**src/rtl/i2c_sm_pkg.sv**
```systemverilog
package i2c_sm_pkg;
    typedef enum logic [3:0] {
        S_IDLE, S_STA_LO, S_STA_CLK, S_HOLD, S_BIT_LO, S_BIT_HI,
        S_STP_LO, S_STP_CLK, S_STP_REL
    } eng_state_t;

    localparam int B_EN  = 6;
    localparam int B_STA = 5;
    localparam int B_STO = 4;
    localparam int B_SI  = 3;
    localparam int B_AA  = 2;

    localparam logic [7:0] KEEP_MASK = 8'h7C;
    localparam logic [7:0] SET_MASK  = 8'h74;

    localparam logic [7:0] C_START = 8'h08;
    localparam logic [7:0] C_ARB   = 8'h38;
    localparam logic [7:0] C_NONE  = 8'hF8;

    function automatic logic [7:0] byte_code(input logic addr_ph, input logic rw,
                                             input logic rxm, input logic slv_ack,
                                             input logic own_ack);
        if (addr_ph)
            return rw ? (slv_ack ? 8'h40 : 8'h48) : (slv_ack ? 8'h18 : 8'h20);
        else if (rxm)
            return own_ack ? 8'h50 : 8'h58;
        else
            return slv_ack ? 8'h28 : 8'h30;
    endfunction
endpackage

```
**src/rtl/i2c_sm_sync.sv**
```systemverilog
module i2c_sm_sync #(
    parameter int W = 2
) (
    input  logic         clk,
    input  logic         rst_n,
    input  logic [W-1:0] d,
    output logic [W-1:0] q
);
    for (genvar i = 0; i < W; i++) begin : g_bit
        logic [1:0] ff;
        always_ff @(posedge clk or negedge rst_n) begin
            if (!rst_n) ff <= 2'b11;
            else        ff <= {ff[0], d[i]};
        end
        assign q[i] = ff[1];
    end
endmodule

```
**src/rtl/i2c_sm_busmon.sv**
```systemverilog
module i2c_sm_busmon (
    input  logic clk,
    input  logic rst_n,
    input  logic scl,
    input  logic sda,
    output logic bus_free
);
    logic scl_d, sda_d, busy;
    logic seen_start, seen_stop;

    assign seen_start = sda_d & ~sda & scl & scl_d;
    assign seen_stop  = ~sda_d & sda & scl & scl_d;

    always_ff @(posedge clk or negedge rst_n) begin
        if (!rst_n) begin
            scl_d <= 1'b1;
            sda_d <= 1'b1;
            busy  <= 1'b0;
        end else begin
            scl_d <= scl;
            sda_d <= sda;
            if (seen_start)     busy <= 1'b1;
            else if (seen_stop) busy <= 1'b0;
        end
    end

    assign bus_free = ~busy;
endmodule

```
**src/rtl/i2c_sm_timer.sv**
```systemverilog
module i2c_sm_timer #(
    parameter int LIMIT = 8
) (
    input  logic clk,
    input  logic rst_n,
    input  logic restart,
    output logic done
);
    localparam int CW = (LIMIT > 2) ? $clog2(LIMIT) : 1;
    localparam logic [CW-1:0] LAST = CW'(LIMIT - 1);

    logic [CW-1:0] cnt;

    always_ff @(posedge clk or negedge rst_n) begin
        if (!rst_n)           cnt <= '0;
        else if (restart)     cnt <= '0;
        else if (cnt != LAST) cnt <= cnt + 1'b1;
    end

    assign done = (cnt == LAST);
endmodule

```
**src/rtl/i2c_sm_ctlreg.sv**
```systemverilog
module i2c_sm_ctlreg
    import i2c_sm_pkg::*;
(
    input  logic       clk,
    input  logic       rst_n,
    input  logic       set_we,
    input  logic [7:0] set_data,
    input  logic       clr_we,
    input  logic [7:0] clr_data,
    input  logic       hw_si_set,
    input  logic       hw_sto_clr,
    output logic [7:0] ctl
);
    logic [7:0] nxt;

    always_comb begin
        nxt = ctl & ~(clr_we ? clr_data : 8'h00);
        if (hw_sto_clr) nxt[B_STO] = 1'b0;
        nxt = nxt | (set_we ? (set_data & SET_MASK) : 8'h00);
        if (hw_si_set) nxt[B_SI] = 1'b1;
    end

    always_ff @(posedge clk or negedge rst_n) begin
        if (!rst_n) ctl <= 8'h00;
        else        ctl <= nxt & KEEP_MASK;
    end
endmodule

```
**src/rtl/i2c_stat_master.sv**
```systemverilog
module i2c_stat_master
    import i2c_sm_pkg::*;
#(
    parameter int HALF_CYC = 8
) (
    input  logic       clk,
    input  logic       rst_n,
    input  logic       ctl_set_we,
    input  logic [7:0] ctl_set_data,
    input  logic       ctl_clr_we,
    input  logic [7:0] ctl_clr_data,
    input  logic       dat_we,
    input  logic [7:0] dat_wdata,
    output logic [7:0] ctl_q,
    output logic [7:0] stat_q,
    output logic [7:0] dat_q,
    input  logic       scl_in,
    output logic       scl_oe,
    input  logic       sda_in,
    output logic       sda_oe
);
    localparam logic [3:0] LAST_BIT = 4'd8;

    eng_state_t st, nxt;
    logic [1:0] line_s;
    logic       scl_s, sda_s, bus_free, done;
    logic       en, sta, sto, si, aa;
    logic       sda_drv, first_byte, rx_mode, lost;
    logic [3:0] bit_cnt;
    logic [7:0] shreg, dat_reg, stat;
    logic       bit_last, tx_bit, sample, arb_lost, hw_si_set, hw_sto_clr;

    i2c_sm_sync #(.W(2)) u_sync (
        .clk(clk), .rst_n(rst_n), .d({scl_in, sda_in}), .q(line_s)
    );
    assign scl_s = line_s[1];
    assign sda_s = line_s[0];

    i2c_sm_busmon u_mon (
        .clk(clk), .rst_n(rst_n), .scl(scl_s), .sda(sda_s), .bus_free(bus_free)
    );

    i2c_sm_timer #(.LIMIT(HALF_CYC)) u_tmr (
        .clk(clk), .rst_n(rst_n), .restart(nxt != st), .done(done)
    );

    i2c_sm_ctlreg u_ctl (
        .clk(clk), .rst_n(rst_n),
        .set_we(ctl_set_we), .set_data(ctl_set_data),
        .clr_we(ctl_clr_we), .clr_data(ctl_clr_data),
        .hw_si_set(hw_si_set), .hw_sto_clr(hw_sto_clr), .ctl(ctl_q)
    );

    assign en  = ctl_q[B_EN];
    assign sta = ctl_q[B_STA];
    assign sto = ctl_q[B_STO];
    assign si  = ctl_q[B_SI];
    assign aa  = ctl_q[B_AA];

    assign bit_last = (bit_cnt == LAST_BIT);
    assign tx_bit   = first_byte | ~rx_mode;
    assign sample   = (st == S_BIT_HI) & done & scl_s;
    assign arb_lost = (st == S_BIT_HI) & ~bit_last & tx_bit & ~sda_drv & ~sda_s;
    assign hw_si_set  = en & (((st == S_STA_CLK) & done) | (sample & (bit_last | arb_lost)));
    assign hw_sto_clr = en & (st == S_STP_REL) & done;

    // state register
    always_ff @(posedge clk or negedge rst_n) begin
        if (!rst_n) st <= S_IDLE;
        else        st <= nxt;
    end

    // transitions
    always_comb begin
        nxt = st;
        if (!en) begin
            nxt = S_IDLE;
        end else begin
            unique case (st)
                S_IDLE:    if (sta && !si && bus_free) nxt = S_STA_LO;
                S_STA_LO:  if (done) nxt = S_STA_CLK;
                S_STA_CLK: if (done) nxt = S_HOLD;
                S_HOLD:    if (!si) nxt = lost ? S_IDLE : (sto ? S_STP_LO : S_BIT_LO);
                S_BIT_LO:  if (done) nxt = S_BIT_HI;
                S_BIT_HI:  if (sample) nxt = (bit_last || arb_lost) ? S_HOLD : S_BIT_LO;
                S_STP_LO:  if (done) nxt = S_STP_CLK;
                S_STP_CLK: if (done && scl_s) nxt = S_STP_REL;
                S_STP_REL: if (done) nxt = S_IDLE;
                default:   nxt = S_IDLE;
            endcase
        end
    end

    // byte datapath and status
    always_ff @(posedge clk or negedge rst_n) begin
        if (!rst_n) begin
            sda_drv    <= 1'b0;
            shreg      <= 8'h00;
            bit_cnt    <= 4'd0;
            first_byte <= 1'b0;
            rx_mode    <= 1'b0;
            lost       <= 1'b0;
            stat       <= C_NONE;
            dat_reg    <= 8'h00;
        end else begin
            if (dat_we && (si || st == S_IDLE)) dat_reg <= dat_wdata;
            if (!en) begin
                sda_drv <= 1'b0;
                lost    <= 1'b0;
                stat    <= C_NONE;
            end else begin
                unique case (st)
                    S_IDLE: sda_drv <= (nxt == S_STA_LO);
                    S_STA_CLK: if (done) begin
                        stat       <= C_START;
                        first_byte <= 1'b1;
                        rx_mode    <= 1'b0;
                        lost       <= 1'b0;
                    end
                    S_HOLD: if (!si) begin
                        if (lost) begin
                            stat <= C_NONE;
                            lost <= 1'b0;
                        end else if (sto) begin
                            sda_drv <= 1'b1;
                        end else begin
                            shreg   <= dat_reg;
                            bit_cnt <= 4'd0;
                        end
                    end
                    S_BIT_LO: sda_drv <= bit_last ? (~tx_bit & aa) : (tx_bit & ~shreg[7]);
                    S_BIT_HI: if (sample) begin
                        if (arb_lost) begin
                            stat    <= C_ARB;
                            lost    <= 1'b1;
                            sda_drv <= 1'b0;
                        end else if (!bit_last) begin
                            shreg   <= {shreg[6:0], sda_s};
                            bit_cnt <= bit_cnt + 1'b1;
                        end else begin
                            stat <= byte_code(first_byte, shreg[0], rx_mode, ~sda_s, aa);
                            if (first_byte) begin
                                rx_mode    <= shreg[0];
                                first_byte <= 1'b0;
                            end else if (rx_mode) begin
                                dat_reg <= shreg;
                            end
                        end
                    end
                    S_STP_CLK: if (done && scl_s) sda_drv <= 1'b0;
                    S_STP_REL: if (done) stat <= C_NONE;
                    default: ;
                endcase
            end
        end
    end

    // line outputs
    always_comb begin
        scl_oe = 1'b0;
        unique case (st)
            S_STA_CLK, S_BIT_LO, S_STP_LO: scl_oe = 1'b1;
            S_HOLD:                         scl_oe = ~lost;
            default:                        scl_oe = 1'b0;
        endcase
        sda_oe = sda_drv & (st != S_IDLE);
    end

    assign stat_q = stat;
    assign dat_q  = dat_reg;
endmodule

```
**config.mk**
```make
export PLATFORM = sky130hd
export DESIGN_NAME = i2c_stat_master
export DESIGN_NICKNAME = d
export VERILOG_FILES = /design/src/rtl/i2c_sm_pkg.sv /design/src/rtl/i2c_sm_sync.sv /design/src/rtl/i2c_sm_busmon.sv /design/src/rtl/i2c_sm_timer.sv /design/src/rtl/i2c_sm_ctlreg.sv /design/src/rtl/i2c_stat_master.sv
export SDC_FILE = /design/constraint.sdc
export NUM_CORES = 1
export LEC_CHECK = 0
export ABC_AREA = 1
export ABC_CLOCK_PERIOD_IN_PS = 4300
export BUFFER_PORTS_ARGS = -buffer_cell sky130_fd_sc_hd__buf_2
export CAP_MARGIN = 20
export CORE_MARGIN = 2
export CORE_UTILIZATION = 50
export DETAILED_ROUTE_END_ITERATION = 10
export GPL_ROUTABILITY_DRIVEN = 1
export MAX_ROUTING_LAYER = met4
export PLACE_DENSITY_LB_ADDON = 0.08
export SYNTH_ARGS = -nofsm -noshare
export SYNTH_HDL_FRONTEND = slang
export SYNTH_SLANG_ARGS = --single-unit
```
**constraint.sdc**
```tcl
create_clock -name clk -period 4.3 [get_ports clk]
set_clock_uncertainty 0.15 [all_clocks]
set_input_delay 0 -clock clk [delete_from_list [all_inputs] [get_ports clk]]
set_output_delay 0 -clock clk [all_outputs]
set_load 0.02 [all_outputs]
```
==> qor.csv <==
stage,metric,value,unit
outcome,status,"finished, final reports clean",
sta,rsz0062_at_grt,false,
floorplanning,ios,57,
routing,drt_iter0_drc,161,
critical_path,crit_arrival,2780,ps
sta,holdWs,139,ps
sta,setup_violations,0,
synth,synth-seq-cells,48,
global_routing,grt_pass1_wl,11000,um
clock_network,cts_made_buffers,5,
routing,final_antenna_net_count,0,
floorplanning,start_util,0.526,
final_layout,finalNonFillerCells,489,
sta,finalCriticalPeriod,2700,ps
clock_network,h-tree-depth,2,
critical_path,r2r_start,u_tmr.cnt[0]$_DFFE_PN0P_,
sta,final.period_utilization,0.628,
placed_design,place_inst,458,
global_routing,grt_pass1_vias,2347,
flow_run,cap_violations,0,
clock_network,numClockSinks,48,
synth,yosysTopAreaCellShare,0.338,
worst_hold_path,hold_class,in -> async,
floorplanning,die_x,78.0,um
routing,first_pass_iters,4,
synth,synth.distinct_cells,36,
sta,fin_tns_setup,0,ps
power,ir_drop,0.283,mV
routing,drt_wl_total,6600,um
critical_path,slowest_delay,680,ps
sta,tightest_slew,854,ps
synth,avgSynthCellArea,7.76,um2
routing,drc,0,
critical_path,regToRegEndpoint,bit_cnt[2]$_DFFE_PN0P_,
critical_path,cp_max_fo,23,
clock_network,cts_root_buffer,clkbuf_8,
sta,drv_slew,0,
power,total_power,1.33,mW
global_routing,antenna_found_initial,0,
placed_design,dpl.hpwl,4620,um
clock_network,worst_skew_pair.late_latency,310,ps
floorplanning,core,0.00520,mm2
power,leakagePower,1.66,nW
global_routing,grt_max_degree,49,
final_layout,area_delta_synth_final,21.6,%
clock_network,clkSlewWorstSetupHoldPaths,90,ps
routing,num_vias,2548,
critical_path,crit_path_cell_trace,"ha_1, ha_1, nand2_1, nand2_1, nand2_1, nor2_2, nand3_1, o21ai_1",
placed_design,portBuffers,43,
floorplanning,design.die.area,0.00608,mm2
synth,yosys_warnings,0,
critical_path,crit_top_cell,nand2_1,
routing,viasPerCell,5.21,
critical_path,crit_required,4380,ps
critical_path,cp-end-kind,flip-flop,
sta,hold_viol_final,0,
sta,fmax,371,MHz
critical_path,slowest_stage,nor2_2,
power,p_per_area,400,mW/mm2
floorplanning,placementRows,26,
final_layout,fin_nets,455,
synth,yosys.area.top_type,dfrtp_1,
critical_path,critPathKind,reg -> reg,
final_layout,drive_above_1_share,0.203,
global_routing,grt_util_all_layers,0.236,
sta,slew_headroom,0.430,
critical_path,reg2reg_slack,1600,ps
critical_path,critPathLaunchType,flip-flop,
floorplanning,fp.dieH,78.0,um
synth,synth_area_leaders,"dfrtp_1 34%, nand2_1 13%, dfstp_2 11%",
final_layout,antenna_cells,0,
critical_path,worstRegToRegCells,8,
synth,synthesis.area,0.00274,mm2
routing,wl_per_cell,13.5,um
synth,syn_inst,353,
synth,yosysSeqAreaShare,0.444,
placed_design,routabilityCongestion,0.969,
clock_network,clockBufferDepth,2,
global_routing,grt_overflow,0,
clock_network,cts_tree,built,
clock_network,cts_setup_buffers,0,
critical_path,crit_start,u_tmr.cnt[0]$_DFFE_PN0P_,
-- synthesized netlist by cell type, drive strengths merged --
library cell,number
nand2,96
o21ai,52
inv,42
dfrtp,37
nor2,27
nand3,23
buf,12
o211ai,12
dfstp,11
ha,6
a21oi,4
nor3,4
xor2,4
a22o,3
clkbuf,3
nand4,3
clkinv,2
mux2i,2
a22oi,1
a31o,1
a31oi,1
a32o,1
conb,1
nand3b,1
nor3b,1
o211a,1
o31ai,1
o41ai,1
-- cell type report --
| cell class | instances | area [um2] |
|---|---|---|
| Clock buffer | 6 | 82.6 |
| Clock inverter | 2 | 38.8 |
| Fill cell | 485 | 1880 |
| Inverter | 44 | 165 |
| Multi-Input combinational cell | 251 | 1280 |
| Sequential cell | 48 | 1210 |
| Tap cell | 70 | 87.6 |
| Timing Repair Buffer | 68 | 458 |
-- power by group --
part	switching [mW]	internal, mW	total (mW)
clock network	0.158	0.190	0.349
registers	0.0592	0.539	0.598
logic	0.235	0.149	0.384
total	0.453	0.878	1.33
-- critical path: cells and delay by family (launching register included) --
kind	cells	cell delay, ps
fa+ha+maj	2	600
compound gates	1	110
simple gates	5	1390
flops	1	370
-- kinds of logic (layout without fill, tap and decap cells) --
| logic type | Yosys count | count (layout) | share of synthesized area |
|---|---|---|---|
| other cells | 1 | 6 | 0.00137 |
| mux | 2 | 2 | 0.00731 |
| fa+ha+maj | 6 | 6 | 0.0274 |
| flops | 48 | 48 | 0.444 |
| xor+xnor | 4 | 4 | 0.0128 |
| simple gates | 155 | 155 | 0.245 |
| compound gates | 78 | 78 | 0.168 |
| buf+inv | 59 | 120 | 0.0946 |
-- flip-flops by register name (all words and copies together), names as in the netlist --
signal and cells:
shreg 8, u_mon.scl_d 1, u_mon.busy 1, u_tmr.cnt 3
sda_drv 1, first_byte 1, u_ctl.ctl 5, u_mon.sda_d 1
st 4, u_sync.g_bit.ff 4, stat_q 5, dat_q 8
lost 1, bit_cnt 4, rx_mode 1
-- metal layers --
| metal | vias to the layer above | share of wire | track usage |
|---|---|---|---|
| li1 | 1285 | - | - |
| met1 | 1185 | 0.46 | 0.316 |
| met2 | 68 | 0.48 | 0.375 |
| met3 | 10 | 0.052 | 0.0360 |
| met4 | 0 | 0.014 | 0.0684 |
| met5 | - | 0 | - |
-- worst max path at each step --
stage	endpoint	slack, ps	depth (start not counted)
6_report	bit_cnt[2]$_DFFE_PN0P_	1600	8
5_1_grt	bit_cnt[2]$_DFFE_PN0P_	1380	8
4_1_cts	bit_cnt[0]$_DFFE_PN0P_	1620	8
3_5_place_dp	bit_cnt[1]$_DFFE_PN0P_	1650	8
3_3_place_gp	bit_cnt[1]$_DFFE_PN0P_	1700	8
2_1_floorplan	u_tmr.cnt[0]$_DFFE_PN0P_	2460	13
-- per-stage QoR --
step / setup WS [ps] / utilization / instance area [um2]
4_1_cts: 1620 / 0.636 / 3310
3_3_place_gp: 1700 / 0.573 / 2980
6_report: 1600 / 0.640 / 3330
3_5_place_dp: 1650 / 0.573 / 2980
2_1_floorplan: 2460 / - / 2760
5_1_grt: 1380 / 0.640 / 3330
-- placed cells by master, fill, tap and decap left out, types with 11 or more instances in the layout --
cell type	Yosys	final
dfrtp_1	37	37
buf_2	3	43
o21ai_1	33	33
nand2_1	93	93
inv_1	35	35
nor2_1	22	22
dfstp_2	11	11
o211ai_1	12	12
nand3_1	20	20
o21ai_0	18	18
dlygate4sd3_1	0	22
-- timing repair --
item,CTS,global route
gates resized for setup,0,0
hold endpoints to repair,52,1
hold buffers,21,1
Power figures use the tool's default switching activity.
